===== src/rtl/sar_pkg.sv =====
package sar_pkg;

    typedef enum logic [1:0] {
        ST_IDLE   = 2'd0,
        ST_DECIDE = 2'd1,
        ST_HOLD   = 2'd2
    } sar_state_e;

endpackage


===== src/rtl/sar_cmp_sync.sv =====
module sar_cmp_sync #(
    parameter int STAGES = 2
) (
    input  logic clk,
    input  logic rst,
    input  logic async_i,
    output logic sync_o
);

    logic [STAGES-1:0] stage_q;

    genvar g;
    generate
        for (g = 0; g < STAGES; g++) begin : g_stage
            always_ff @(posedge clk) begin
                if (rst) begin
                    stage_q[g] <= 1'b0;
                end else if (g == 0) begin
                    stage_q[g] <= async_i;
                end else begin
                    stage_q[g] <= stage_q[(g == 0) ? 0 : g-1];
                end
            end
        end
    endgenerate

    assign sync_o = stage_q[STAGES-1];

endmodule


===== src/rtl/sar_slot_timer.sv =====
module sar_slot_timer #(
    parameter int SLOTS = 5,
    parameter int CPS   = 4
) (
    input  logic                     clk,
    input  logic                     rst,
    input  logic                     run,
    output logic [$clog2(SLOTS)-1:0] slot_o,
    output logic [$clog2(CPS)-1:0]   cyc_o,
    output logic                     slot_end_o,
    output logic                     frame_end_o
);

    localparam int SLOT_W = $clog2(SLOTS);
    localparam int CYC_W  = $clog2(CPS);

    logic [SLOT_W-1:0] slot_q;
    logic [CYC_W-1:0]  cyc_q;
    logic              last_cyc;
    logic              last_slot;

    assign last_cyc  = (cyc_q == CYC_W'(CPS - 1));
    assign last_slot = (slot_q == SLOT_W'(SLOTS - 1));

    always_ff @(posedge clk) begin
        if (rst || !run) begin
            slot_q <= '0;
            cyc_q  <= '0;
        end else if (last_cyc) begin
            cyc_q  <= '0;
            slot_q <= last_slot ? '0 : slot_q + 1'b1;
        end else begin
            cyc_q  <= cyc_q + 1'b1;
        end
    end

    assign slot_o      = slot_q;
    assign cyc_o       = cyc_q;
    assign slot_end_o  = run && last_cyc;
    assign frame_end_o = run && last_cyc && last_slot;

endmodule


===== src/rtl/sar_trial_reg.sv =====
module sar_trial_reg #(
    parameter int W     = 4,
    parameter int IDX_W = 2
) (
    input  logic             clk,
    input  logic             rst,
    input  logic             load_init,
    input  logic             decide_en,
    input  logic [IDX_W-1:0] decide_idx,
    input  logic             cmp_bit,
    output logic [W-1:0]     trial_o
);

    logic [W-1:0] bits_q;

    genvar i;
    generate
        for (i = 0; i < W; i++) begin : g_bit
            always_ff @(posedge clk) begin
                if (rst) begin
                    bits_q[i] <= 1'b0;
                end else if (load_init) begin
                    bits_q[i] <= (i == W - 1) ? 1'b1 : 1'b0;
                end else if (decide_en) begin
                    if (int'(decide_idx) == i) begin
                        bits_q[i] <= cmp_bit;
                    end else if (int'(decide_idx) == i + 1) begin
                        bits_q[i] <= 1'b1;
                    end
                end
            end
        end
    endgenerate

    assign trial_o = bits_q;

endmodule


===== src/rtl/sar_frame_ctrl.sv =====
module sar_frame_ctrl
    import sar_pkg::*;
#(
    parameter int W               = 4,
    parameter int CYCLES_PER_SLOT = 4,
    parameter int SYNC_STAGES     = 2
) (
    input  logic         clk,
    input  logic         rst,
    input  logic         cmp_i,
    output logic [W-1:0] trial_o,
    output logic [W-1:0] result_o,
    output logic         start_o,
    output logic         valid_o
);

    localparam int SLOTS  = W + 1;
    localparam int SLOT_W = $clog2(SLOTS);
    localparam int CYC_W  = $clog2(CYCLES_PER_SLOT);
    localparam int IDX_W  = (W > 1) ? $clog2(W) : 1;

    sar_state_e        state_q, state_d;
    logic [SLOT_W-1:0] slot;
    logic [CYC_W-1:0]  cyc;
    logic              slot_end;
    logic              frame_end;
    logic              cmp_sync;
    logic              frame_open;
    logic              decide_fire;
    logic              publish;
    logic [IDX_W-1:0]  decide_idx;
    logic [W-1:0]      trial;
    logic [W-1:0]      result_q;
    logic              start_q;
    logic              valid_q;

    sar_slot_timer #(
        .SLOTS (SLOTS),
        .CPS   (CYCLES_PER_SLOT)
    ) u_timer (
        .clk         (clk),
        .rst         (rst),
        .run         (state_q != ST_IDLE),
        .slot_o      (slot),
        .cyc_o       (cyc),
        .slot_end_o  (slot_end),
        .frame_end_o (frame_end)
    );

    sar_cmp_sync #(
        .STAGES (SYNC_STAGES)
    ) u_sync (
        .clk     (clk),
        .rst     (rst),
        .async_i (cmp_i),
        .sync_o  (cmp_sync)
    );

    // State register
    always_ff @(posedge clk) begin
        if (rst) begin
            state_q <= ST_IDLE;
        end else begin
            state_q <= state_d;
        end
    end

    // Transitions
    always_comb begin
        state_d = state_q;
        unique case (state_q)
            ST_IDLE:   state_d = ST_DECIDE;
            ST_DECIDE: if (slot_end && slot == SLOT_W'(W - 1)) state_d = ST_HOLD;
            ST_HOLD:   if (frame_end) state_d = ST_DECIDE;
            default:   state_d = ST_IDLE;
        endcase
    end

    assign frame_open  = (state_q == ST_IDLE) || (state_q == ST_HOLD && frame_end);
    assign decide_fire = (state_q == ST_DECIDE) && slot_end;
    assign publish     = (state_q == ST_HOLD) && (cyc == '0);
    assign decide_idx  = IDX_W'(W - 1 - int'(slot));

    sar_trial_reg #(
        .W     (W),
        .IDX_W (IDX_W)
    ) u_trial (
        .clk        (clk),
        .rst        (rst),
        .load_init  (frame_open),
        .decide_en  (decide_fire),
        .decide_idx (decide_idx),
        .cmp_bit    (cmp_sync),
        .trial_o    (trial)
    );

    // Registered outputs
    always_ff @(posedge clk) begin
        if (rst) begin
            start_q  <= 1'b0;
            valid_q  <= 1'b0;
            result_q <= '0;
        end else begin
            start_q <= frame_open;
            valid_q <= publish;
            if (publish) begin
                result_q <= trial;
            end
        end
    end

    assign trial_o  = trial;
    assign result_o = result_q;
    assign start_o  = start_q;
    assign valid_o  = valid_q;

endmodule


===== config.mk =====
export PLATFORM = sky130hd
export DESIGN_NAME = sar_frame_ctrl
export DESIGN_NICKNAME = d
export VERILOG_FILES = /design/src/rtl/sar_pkg.sv /design/src/rtl/sar_cmp_sync.sv /design/src/rtl/sar_slot_timer.sv /design/src/rtl/sar_trial_reg.sv /design/src/rtl/sar_frame_ctrl.sv
export SDC_FILE = /design/constraint.sdc
export NUM_CORES = 1
export LEC_CHECK = 0
export BUFFER_PORTS_ARGS = -buffer_cell sky130_fd_sc_hd__buf_2
export CORE_MARGIN = 4
export CORE_UTILIZATION = 45
export CTS_CLUSTER_DIAMETER = 40
export DETAILED_ROUTE_END_ITERATION = 7
export HOLD_SLACK_MARGIN = 0.08
export PLACE_DENSITY = 0.68
export SYNTH_ARGS = -nofsm -noshare
export SYNTH_HDL_FRONTEND = slang
export SYNTH_HIERARCHICAL = 1
export SYNTH_SLANG_ARGS = --single-unit
export TNS_END_PERCENT = 5

===== constraint.sdc =====
create_clock -name clk -period 1.7 [get_ports clk]
set_input_delay 0.17 -clock clk [delete_from_list [all_inputs] [get_ports clk]]
set_output_delay 0.17 -clock clk [all_outputs]
set_load 0.05 [all_outputs]

* After elaboration in Yosys (flattened, before gate mapping)
Index checks and enable logic that the tools add are counted.
** Word-level totals
- Register bits :: 19
- Output and inout port bits :: 10
- Memories :: 0
- Memory bits (writable) :: 0
- Word-level logic and storage cells :: 63
- Memory bits (read-only) :: 0
- Bits in latches :: 0
- Bits of input ports :: 3
** Cells by class
- Equal/unequal tests :: 10
- Magnitude comparators :: 0
- Muxes and demuxes :: 13
- Reductions and logical operators :: 25
- Bitwise logic cells :: 0
- Divide/modulo/power cells :: 0
- $mul :: 0
- Add/sub/neg operators :: 3
- Shifts and indexed selects :: 0
** Operators by type and width (count)
- $reduce_bool A2 Y1 :: 6
- $reduce_and A2 Y1 :: 5
- $mux W1 :: 9
- $eq A2 B2 Y1 const B :: 4
- $logic_and A1 B1 Y1 :: 6
- $logic_not A2 Y1 :: 3
- $pmux W2 S3 :: 1
- $eq A2 B1 Y1 const B :: 2
- $mux W2 :: 2
- $ne A2 B2 Y1 const B :: 2
- $reduce_or A2 Y1 :: 2
- $add A3 B1 Y3 const B :: 1
- $eq A3 B2 Y1 const B :: 1
- $eq A3 B3 Y1 const B :: 1
- $mux W3 :: 1
- $add A2 B1 Y2 const B :: 1
- $logic_or A1 B1 Y1 :: 2
- $sub A2 B2 Y2 const A :: 1
- $logic_not A1 Y1 :: 1

* Longest topological paths before layout
Gate-level depths: netlist of run 1.
- Depth after elaboration :: 7
- Gate-level depth with buffers :: 8
- Gate-level depth less buffers :: 7

* By module
The synthesis of run 1 kept the hierarchy.
** By module, submodules not included
- sar_frame_ctrl :: area an instance 374.1 um^2, times used 1, sequential area each 160.2 um^2, cells each 36
- sar_slot_timer :: area an instance 251.5 um^2, times used 1, sequential area each 100.1 um^2, cells each 25
- sar_trial_reg :: area an instance 247.7 um^2, times used 1, sequential area each 80.1 um^2, cells each 24
- sar_cmp_sync :: area an instance 52.6 um^2, times used 1, sequential area each 40.0 um^2, cells each 4

* Worst setup path after synthesis of run 1
No wires, ideal clock.
- Path kind :: reg-to-reg
- Start :: reg state_q[0]
- End :: reg u_trial.bits_q[0], in the netlist u_trial/trial_o[0]
- Required time :: 1.614 ns
- Period minus slack after synthesis :: 1.779 ns
- Arrival time :: 1.692 ns
- Path buffers :: 0
- Cell stages (with the launch flop) :: 8
- Path slack :: -0.079 ns
- Library setup time :: 0.086 ns
- Path through :: dfxtp_1 -> or2_2 -> and2_4 -> and3_1 -> nor2b_1 -> nor2_1 -> or2_1 -> a221oi_2
** Between the ends
- Word-level cells in the longest chain between the ends :: 6
- Elaborated cells between the ends (all ways) :: 11
- Classes of those cells :: eq/ne: 2; reduce/logical: 9
** Ends and longest elaborated chain
- from (decl) :: line sar_frame_ctrl.sv:22 : sar_state_e state_q, state_d;
- from (signal assigned) :: line sar_frame_ctrl.sv:64 : state_q <= state_d;
- $reduce_bool A2 Y1 :: line sar_frame_ctrl.sv:43 : .run (state_q != ST_IDLE),
- $logic_and A1 B1 Y1 :: line sar_slot_timer.sv:39 : assign slot_end_o = run && last_cyc;
- via slot_end :: line sar_frame_ctrl.sv:25 : logic slot_end;
- $logic_and A1 B1 Y1 :: line sar_slot_timer.sv:40 : assign frame_end_o = run && last_cyc && last_slot;
- via frame_end :: line sar_frame_ctrl.sv:26 : logic frame_end;
- $logic_and A1 B1 Y1 :: line sar_frame_ctrl.sv:79 : assign frame_open = (state_q == ST_IDLE) || (state_q == ST_HOLD && frame_end);
- $logic_or A1 B1 Y1 :: line sar_frame_ctrl.sv:79
- via frame_open :: line sar_frame_ctrl.sv:28 : logic frame_open;
- $reduce_or A2 Y1 (no source line)
- to (signal, indexed assignment) :: line sar_trial_reg.sv:23 : bits_q[i] <= (i == W - 1) ? 1'b1 : 1'b0;
- to (signal, indexed assignment) :: line sar_trial_reg.sv:26 : bits_q[i] <= cmp_bit;
- to (decl) :: line sar_trial_reg.sv:14 : logic [W-1:0] bits_q;
The timed path passes the listed nets, and every way through them passes these cells.
A chain may end at the register's enable or synchronous reset.

* Worst setup path in the final report of run 1
- Start :: reg state_q[1]
- End :: reg u_trial.bits_q[0], in the netlist u_trial/trial_o[0]
The elaborated chain is that of the path after synthesis.

==> results of run 1 <==
==> stage by stage <==
stage | worst slack (ns) | setup TNS (ns) | instance area [µm²] | util [%] | hold WS (ns)
2_1_floorplan | 0.0253 | 0 | 931 | - | 0.242
3_3_place_gp | 0.110 | 0 | 1050 | 53.8 | 0.385
3_5_place_dp | 0.0200 | 0 | 1050 | 53.8 | 0.396
4_1_cts | 0.0106 | 0 | 1080 | 55.3 | 0.0857
5_1_grt | -0.00443 | -0.00443 | 1120 | 57.3 | 0.0941
6_report | 0.0420 | 0 | 1120 | 57.3 | 0.0911
==> placed cells by master (no fill, tap or decap), drive strengths merged <==
cell type and instances:
nor2b 4, nand2 1, o32ai 1, and4b 2, a311oi 1, or3b 1
dfxtp 19, a221oi 2, clkinv 1, inv 8, nor4b 1, and3 1
nor3 4, nand2b 10, o21ai 3, or4b 1, or2 2, mux2i 5
nor3b 1, buf 20, a21oi 3, nor2 3, and3b 1, o211a 1
clkbuf 3, ha 7, and2 1, nand3 1, a211oi 1, and2b 1
nand4b 1
==> registers in the layout, summed over array words and instances, names as in the netlist <==
register / count
result_o: 4
u_trial/trial_o: 4
u_timer/slot_o: 3
state_q: 2
u_timer/cyc_o: 2
start_o: 1
u_sync/stage_q: 1
u_sync/sync_o: 1
valid_o: 1
==> cell families (layout without fill, tap and decap cells) <==
group	after synthesis	after routing	synth area share [%]
simple gates	36	36	28.9
compound gates	12	12	10.3
fa+ha+maj	7	7	9.46
mux	5	5	5.41
flops	19	19	41.1
buf+inv	10	32	4.86
==> synthesized netlist by cell type <==
cell type | number | share of area, %
a211oi_1 | 1 | 0.81
a21oi_1 | 3 | 1.6
a221oi_2 | 2 | 3.2
a311oi_1 | 1 | 0.95
and2_4 | 1 | 0.95
and2b_4 | 1 | 1.1
and3_1 | 1 | 0.68
and3b_2 | 1 | 1.1
and4b_1 | 1 | 1.1
and4b_2 | 1 | 1.2
buf_6 | 1 | 1.2
clkbuf_1 | 1 | 0.41
dfxtp_1 | 19 | 41
ha_1 | 7 | 9.5
inv_1 | 8 | 3.2
mux2i_1 | 5 | 5.4
nand2_1 | 1 | 0.41
nand2b_1 | 9 | 6.1
nand2b_4 | 1 | 1.5
nand3_1 | 1 | 0.54
nand4b_1 | 1 | 0.95
nor2_1 | 3 | 1.2
nor2b_1 | 4 | 2.7
nor3_1 | 3 | 1.6
nor3_2 | 1 | 1.1
nor3b_1 | 1 | 0.81
nor4b_4 | 1 | 2.6
o211a_1 | 1 | 1.1
o21ai_0 | 1 | 0.54
o21ai_1 | 2 | 1.1
o32ai_1 | 1 | 0.95
or2_1 | 1 | 0.68
or2_2 | 1 | 0.68
or3b_1 | 1 | 0.95
or4b_1 | 1 | 1.1
==> final cells by class <==
cell class / count / area, µm²
Fill cell: 194 / 837
Multi-Input combinational cell: 60 / 532
Sequential cell: 19 / 382
Timing Repair Buffer: 20 / 120
Tap cell: 27 / 33.8
Inverter: 8 / 30.0
Clock buffer: 3 / 22.5
Clock inverter: 1 / 5.00
==> metal layers <==
layer / wire, µm / vias up / part of all wire (%)
met2: 818 / 10 / 48
met1: 788 / 314 / 47
met4: 10 / 0 / 0.59
met5: 0 / - / 0
met3: 72 / 2 / 4.3
li1: - / 356 / -
==> power by group <==
group / switching, µW / internal (µW)
sequential: 9.99 / 460
combinational: 57.8 / 38.8
clock: 132 / 87.2
==> worst paths after layout <==
| kind | start | to | slack, ns |
|---|---|---|---|
| max | state_q[1] | u_trial/trial_o[0] | 0.04 |
| min | cmp_i | u_sync/stage_q[0] | 0.09 |
| max reg2reg | state_q[1] | u_trial/trial_o[0] | 0.04 |
| min reg2reg | u_sync/stage_q[0] | u_sync/sync_o | 0.45 |
==> what timing repair did <==
item	4_1_cts	5_1_grt
hold endpoints to repair	0	0
pin swaps	0	1
endpoints found under the setup margin	1	3
buffers inserted	0	2
gates resized for setup	1	5
==> critical path: stages, from the launching register on <==
cell	delay [ns]
dfxtp_2	0.34
or2_4	0.26
and2_4	0.17
and3_4	0.18
nor2b_4	0.11
nor2_2	0.05
or2_4	0.27
a221oi_4	0.19
==> results.tsv, run 1 <==
stage	metric	value	unit
clocking	clk buf depth	2	
detailed_routing	via/cell ratio	4.94	
detailed_routing	first drt pass iteration count	4	
critical_path	CP Launch Type	flip-flop	
global_route	met3 GRT Util	2.54	%
floorplan	die area	0.00285	mm²
power	Lkg Pwr	0.000471	µW
global_route	first-pass GRT wire length	2730	µm
run_status	run status	completed	
global_route	gr busiest metal	met2	
synthesis	Post-Syn Nets	99	
synthesis	Mapped Cells	89	
critical_path	worst path arrival time	1.86	ns
place	GPL Wtd Cong	0.700	
critical_path	Critical Path RT	1.90	ns
detailed_routing	antenna viol nets, final	0	
floorplan	core outline area	0.00196	mm²
clocking	Inserted Clock Buffers	3	
power	Total Power	786	µW
clocking	H-tree Lvls	1	
min_path	Min-Delay Path Class	input port to flip-flop	
layout	layout cells sized above 1	35.1	%
sta	worst slew pin tran	0.478	ns
floorplan	Top-Level Pins	13	
floorplan	starting density of the core	47.2	%
critical_path	WS Path Type	flip-flop to flip-flop	
layout	Layout Nets	122	
synthesis	Seq/Total Area, Yosys	41.1	%
sta	min Tclk post-route	1.66	ns
place	hpwl dp	1240	µm
sta	Slew Viols, Final	0	
clocking	Skew-Pair Late Insertion Delay	0.29	ns
place	Buffers on Ports	12	
sta	Setup Viol. Count Final	0	
global_route	vias in the first global route	652	
synthesis	yosys warns	6	
clocking	CTS root buffer	clkbuf_4	
global_route	gr ovfl total	0	
synthesis	Syn Area/Cell	10.4	µm²
floorplan	Die Y	53.4	µm
synthesis	post-synthesis instance area	926	µm²
clocking	hold_buf cts	0	
layout	non-filler cells, final	138	
synthesis	Netlist cell types	35	
layout	P&R area growth vs syn	21.5	%
sta	Fmax	603	MHz
power	worst vdd rail ir drop	0.000430	V
critical_path	crit-path max FO	4	
global_route	GRT Total Usage	12.9	%
floorplan	FP Rows	16	
place	Cells after DPL	132	
clocking	CTS Sinks	19	
detailed_routing	routed vias	682	
power	PwrDens	699	mW/mm²
detailed_routing	initial drt markers	12	
global_route	GR Util met2	22.7	%
detailed_routing	DR WL/cell	12.2	µm
layout	# diodes	0	
job	Max Cap Viol	0	
floorplan	Die Wd	53.4	µm
sta	clock skew	0.00466	ns
min_path	Worst Hold Depth	2	
clocking	Clock Pin Slew Worst Setup and Hold Paths	0.11	ns
critical_path	Register-to-Register Path Depth	7	
sta	Slew headroom	68.0	%
global_route	GRT met1 Usage	15.6	%
detailed_routing	WL final	1690	µm
sta	final count of hold timing violations	0	
detailed_routing	# DRC	0	
clocking	CTS tree	yes	
synthesis	number of synthesized register bits	19	
sta	final worst path period share	97.5	%
global_route	antenna violations before repair	0	
global_route	largest net degree at the start of global routing	19	
critical_path	Setup crit end kind	flip-flop	
No activity file was read; power rests on OpenSTA's default activity.
==> inputs of run 2 (changes only) <==
- BUFFER_PORTS_ARGS: -buffer_cell sky130_fd_sc_hd__buf_2 -> -buffer_cell sky130_fd_sc_hd__buf_4
==> results.tsv, run 2 (synthesis gave the netlist of run 1 again) <==
stage	metric	value	unit	change
sta	Slew headroom	70.2	%	+2.2 points
clocking	hold_buf cts	0		unchanged
global_route	vias in the first global route	655		+0.46%
global_route	largest net degree at the start of global routing	19		unchanged
critical_path	Critical R2R Launch	state_q[1]		
critical_path	FF-to-FF setup slack	0.07	ns	+0.03 ns
layout	fin util	57.9	%	+0.57 points
place	Cells after DPL	132		unchanged
power	worst vdd rail ir drop	0.000449	V	+4.4%
critical_path	Critical Path RT	1.91	ns	about the same
detailed_routing	antenna viol nets, final	0		unchanged
critical_path	worst path arrival time	1.84	ns	-0.02 ns
detailed_routing	via/cell ratio	4.99		+1.0%
sta	min Tclk post-route	1.63	ns	-0.0257 ns
floorplan	Die Y	53.4	µm	unchanged
place	Buffers on Ports	12		unchanged
critical_path	RR Endpoint	u_trial/trial_o[0]		
place	dpl ws	0.0692	ns	+0.0492 ns
power	Lkg Pwr	0.000465	µW	-1.3%
detailed_routing	# DRC	0		unchanged
clocking	CTS tree	yes		
layout	Layout Nets	121		-0.82%
detailed_routing	WL final	1610	µm	-4.6%
global_route	GRT Total Usage	13.0	%	+0.051 points
floorplan	Die Wd	53.4	µm	unchanged
detailed_routing	initial drt markers	5		-7
min_path	Hold EP	u_sync/stage_q[0]		
clocking	CTS root buffer	clkbuf_4		
global_route	antenna violations before repair	0		unchanged
global_route	met3 GRT Util	2.82	%	+0.28 points
critical_path	crit-path max FO	4		unchanged
detailed_routing	first drt pass iteration count	2		-2
power	Total Power	791	µW	+0.60%
place	hpwl dp	1210	µm	-2.8%
clocking	clk buf depth	2		unchanged
layout	most common cell after layout, fill and taps aside	buf_4		
floorplan	die area	0.00285	mm²	unchanged
power	PwrDens	696	mW/mm²	-0.40%
layout	P&R area growth vs syn	22.7	%	
floorplan	starting density of the core	47.2	%	unchanged
detailed_routing	routed vias	684		+0.29%
sta	clock skew	0.00415	ns	-0.000509 ns
min_path	Worst Hold Depth	2		unchanged
clocking	CTS Sinks	19		unchanged
sta	final count of hold timing violations	0		unchanged
floorplan	Top-Level Pins	13		unchanged
layout	most frequent cells in the layout	19 x buf_4, 17 x dfxtp_1, 9 x nand2b_1		
critical_path	Setup crit end kind	flip-flop		
place	GPL Wtd Cong	0.690		-1.4%
global_route	first-pass GRT wire length	2770	µm	+1.5%
critical_path	Register-to-Register Path Depth	7		unchanged
job	Max Cap Viol	0		unchanged
clocking	Clock Pin Slew Worst Setup and Hold Paths	0.10	ns	about the same
sta	Fmax	613	MHz	+1.6%
critical_path	WS Path Type	flip-flop to flip-flop		
sta	Setup Viol. Count Final	0		unchanged
layout	layout cells sized above 1	34.5	%	-0.59 points
global_route	gr ovfl total	0		unchanged
sta	final worst path period share	96.0	%	-1.5 points
min_path	Min-Delay Path Class	input port to flip-flop		
global_route	gr busiest metal	met2		
sta	hold slack final	0.0893	ns	-0.00181 ns
layout	# diodes	0		unchanged
global_route	GRT met1 Usage	17.1	%	+1.5 points
clocking	Skew-Pair Late Insertion Delay	0.29	ns	about the same
sta	worst slew pin tran	0.445	ns	-0.0332 ns
sta	final worst slack	0.0676	ns	+0.0257 ns
floorplan	core outline area	0.00196	mm²	unchanged
clocking	H-tree Lvls	1		unchanged
run_status	run status	completed		
sta	Slew Viols, Final	0		unchanged
min_path	HP Start	cmp_i		
layout	non-filler cells, final	137		-0.72%
floorplan	FP Rows	16		unchanged
layout	fill cell count	191		-1.5%
global_route	GR Util met2	20.2	%	-2.4 points
clocking	Inserted Clock Buffers	3		unchanged
critical_path	CP Launch Type	flip-flop		
detailed_routing	DR WL/cell	11.8	µm	-3.9%
## run 2: cell count changes in the layout (fill, tap and decap cells not counted), sizes merged
| cell | change |
|---|---|
| buf | -1 |
| clkinv | -1 |
| clkbuf | +1 |
## run 2: worst max-delay path: stages, from the launching register on
cell	delay, ns
dfxtp_2	0.33
or2_4	0.26
and2_4	0.17
and3_4	0.19
nor2b_4	0.12
nor2_2	0.06
or2_4	0.27
a221oi_2	0.17
## run 2: per-layer routing
| layer | share of wire (%) | up-vias |
|---|---|---|
| li1 | - | 353 |
| met1 | 46 | 319 |
| met2 | 48 | 10 |
| met3 | 4.7 | 2 |
| met4 | 0.74 | 0 |
| met5 | 0 | - |
## run 2: what timing repair did
action | in CTS | in global routing
setup endpoints to repair | 0 | 3
setup buffers | 0 | 1
resized for setup | 0 | 6
endpoints found under the hold margin | 0 | 0
## run 2: worst max path at each step
stage / slack (ns) / endpoint / from
2_1_floorplan: 0.03 / u_trial/trial_o[0] / u_timer/cyc_o[0]
3_3_place_gp: 0.11 / u_trial/trial_o[1] / state_q[1]
3_5_place_dp: 0.07 / u_trial/trial_o[1] / state_q[1]
4_1_cts: 0.04 / u_trial/trial_o[1] / state_q[1]
5_1_grt: -0.01 / u_trial/trial_o[0] / state_q[1]
6_report: 0.07 / u_trial/trial_o[0] / state_q[1]
## run 2: power by group
part | internal, µW | leakage, µW | switching, µW
Clock | 91.0 | 0.0000150 | 130
Combinational | 42.5 | 0.000294 | 55.9
Sequential | 461 | 0.000155 | 10.9
## run 2: layout make-up
class | instances | area (µm²) | share of cell area [%]
timing repair buffer | 19 | 143 | 12.6
sequential | 19 | 383 | 33.7
inverter | 8 | 30.0 | 2.64
clock buffer | 4 | 26.3 | 2.31
multi-input combinational | 60 | 520 | 45.8
tap | 27 | 33.8 | 2.97
## run 2: metrics by stage
stage / area, µm² / TNS [ns]
5_1_grt: 1140 / -0.0124
3_3_place_gp: 1080 / 0
4_1_cts: 1110 / 0
3_5_place_dp: 1080 / 0
2_1_floorplan: 931 / 0
6_report: 1140 / 0
==> inputs of run 3 (changes only) <==
- PLACE_DENSITY: 0.68 -> default
- PLACE_DENSITY_LB_ADDON: default -> 0.05
==> results.tsv, run 3 (synthesis gave the netlist of run 1 again) <==
stage	metric	value	unit	change
power	sequential group share of total power	59.4	%	-0.3 points
sta	min Tclk post-route	1.63	ns	-0.00272 ns
clocking	clk buf depth	2		unchanged
clocking	CTS tree	yes		
critical_path	WP buf/inv	0		unchanged
critical_path	CP Launch Type	flip-flop		
global_route	vias in the first global route	690		+5.3%
detailed_routing	routed vias	677		-1.0%
floorplan	core outline area	0.00196	mm²	unchanged
layout	layout cells sized above 1	31.5	%	-3.1 points
sta	final worst path period share	95.9	%	-0.16 points
floorplan	die area	0.00285	mm²	unchanged
critical_path	Critical R2R Launch	state_q[1]		
floorplan	Die Y	53.4	µm	unchanged
layout	most frequent cells in the layout	19 x dfxtp_1, 17 x buf_4, 9 x nand2b_1		
sta	Setup Viol. Count Final	0		unchanged
layout	fill cell count	201		+5.2%
critical_path	WS Path Type	flip-flop to flip-flop		
critical_path	Cell Chain, Critical Path	or2_4 > and2_4 > and3_1 > nor2b_2 > nor2_2 > or2_4 > a221oi_2		
critical_path	FF-to-FF setup slack	0.07	ns	about the same
floorplan	starting density of the core	47.2	%	unchanged
job	Max Cap Viol	0		unchanged
place	hpwl dp	1230	µm	+2.1%
min_path	Min-Delay Path Class	input port to flip-flop		
power	Lkg Pwr	0.000457	µW	-1.6%
min_path	HP Start	cmp_i		
clocking	total setup buffers inserted after CTS	0		unchanged
critical_path	Slowest cell on crit path	dfxtp_1		
clocking	H-tree Lvls	1		unchanged
detailed_routing	antenna viol nets, final	0		unchanged
place	Cells after DPL	131		-0.76%
global_route	antenna violations before repair	0		unchanged
global_route	gr ovfl total	0		unchanged
layout	multi-input logic area	510	µm²	-1.9%
place	dpl ws	0.0758	ns	+0.00665 ns
layout	register area	380	µm²	-0.65%
power	Pint	591	µW	-0.63%
sta	Fmax	614	MHz	+0.17%
critical_path	CP Depth	7		unchanged
global_route	largest net degree at the start of global routing	19		unchanged
critical_path	CP most frequent cell	or2_4		
global_route	GRT Total Usage	13.6	%	+0.62 points
critical_path	Register-to-Register Path Depth	7		unchanged
clocking	Clock Pin Slew Worst Setup and Hold Paths	0.11	ns	about the same
power	combinational share of power	12.6	%	+0.2 points
clocking	Skew-Pair Late Insertion Delay	0.29	ns	about the same
layout	non-filler cells, final	135		-1.5%
power	worst vdd rail ir drop	0.000346	V	-23%
critical_path	critical path's top delay family	simple AND/OR/NAND/NOR gates		
detailed_routing	first drt pass iteration count	4		+2
sta	Slew Viols, Final	0		unchanged
floorplan	Top-Level Pins	13		unchanged
power	Psw	203	µW	+3.1%
clocking	CTS root buffer	clkbuf_4		
critical_path	Setup crit end kind	flip-flop		
layout	# diodes	0		unchanged
floorplan	FP Rows	16		unchanged
place	Buffers on Ports	12		unchanged
power	clock share of power	28.0	%	about the same
clocking	Inserted Clock Buffers	3		unchanged
sta	final worst slack	0.0703	ns	+0.00272 ns
critical_path	Critical Path RT	1.91	ns	about the same
clocking	CTS Sinks	19		unchanged
critical_path	RR Endpoint	u_trial/trial_o[0]		
clocking	hold_buf cts	0		unchanged
detailed_routing	initial drt markers	9		+4
detailed_routing	DR WL/cell	11.9	µm	+1.4%
sta	Slew headroom	71.2	%	+1.0 points
sta	worst slew pin tran	0.430	ns	-0.0155 ns
power	sw frac	25.5	%	+0.70 points
detailed_routing	# DRC	0		unchanged
global_route	first-pass GRT wire length	2860	µm	+3.5%
min_path	Hold EP	u_sync/stage_q[0]		
min_path	Worst Hold Depth	2		unchanged
place	GPL Wtd Cong	0.756		+9.5%
layout	most common cell after layout, fill and taps aside	dfxtp_1		
sta	clock skew	0.000747	ns	-0.00340 ns
floorplan	Die Wd	53.4	µm	unchanged
detailed_routing	via/cell ratio	5.01		+0.44%
layout	P&R area growth vs syn	19.9	%	
clocking	CTS resizes	0		unchanged
sta	hold slack final	0.100	ns	+0.0107 ns
critical_path	worst path arrival time	1.84	ns	about the same
run_status	run status	completed		
detailed_routing	WL final	1610	µm	about the same
critical_path	CP peak stage delay	0.33	ns	about the same
layout	Layout Nets	119		-1.7%
sta	final count of hold timing violations	0		unchanged
critical_path	crit-path max FO	4		unchanged
power	PwrDens	715	mW/mm²	+2.7%
[run 3: cell types whose count changed in the layout (fill, tap and decap cells not counted)]
| cell | delta |
|---|---|
| buf_4 | -2 |
| dfxtp_1 | +2 |
| dfxtp_2 | -2 |
| and3_1 | +1 |
| and3_4 | -1 |
| clkbuf_1 | -1 |
| clkinv_2 | +1 |
| nor2b_2 | +1 |
| nor2b_4 | -1 |
[run 3: stage by stage]
step / instance area [µm²] / total power [µW] / TNS [ns] / utilization [%]
final: 1110 / 793 / 0 / 56.6
after global routing: 1110 / 829 / -0.00690 / 56.6
after CTS: 1100 / 800 / 0 / 56.3
after detailed placement: 1080 / 579 / 0 / 54.9
after global placement: 1080 / 576 / 0 / 54.9
after floorplan: 931 / 547 / 0 / -
[run 3: layer usage]
metal | track usage, % | part of all wire [%] | vias up
met1 | 17.9 | 48 | 316
li1 | - | - | 347
met3 | 2.54 | 3.8 | 2
met4 | 5.11 | 0.74 | 0
met5 | 0 | 0 | -
met2 | 21.6 | 47 | 12
[run 3: layout make-up]
class / instances / share of cell area, %
Clock buffer: 3 / 2.03
Tap cell: 27 / 3.04
Clock inverter: 1 / 0.451
Inverter: 8 / 2.71
Timing Repair Buffer: 17 / 11.5
Multi-Input combinational cell: 60 / 46.0
Sequential cell: 19 / 34.3
[run 3: worst max path at each step]
stage / end / startpoint / slack [ns]
global placement: u_trial/trial_o[0] / state_q[1] / 0.10
detailed placement: u_trial/trial_o[0] / state_q[1] / 0.08
floorplan: u_trial/trial_o[0] / u_timer/cyc_o[0] / 0.03
CTS: u_trial/trial_o[0] / state_q[1] / 0.05
global route: u_trial/trial_o[1] / state_q[1] / -0.004
finish: u_trial/trial_o[0] / state_q[1] / 0.07
[run 3: power by group through the flow]
| stage | Combinational, µW | Clock, µW | Sequential, µW |
|---|---|---|---|
| finish | 100 | 222 | 471 |
| global route | 110 | 245 | 473 |
| CTS | 96.9 | 231 | 471 |
| detailed placement | 97.4 | 0 | 482 |
| global placement | 95.4 | 0 | 480 |
| floorplan | 44.9 | 0 | 503 |
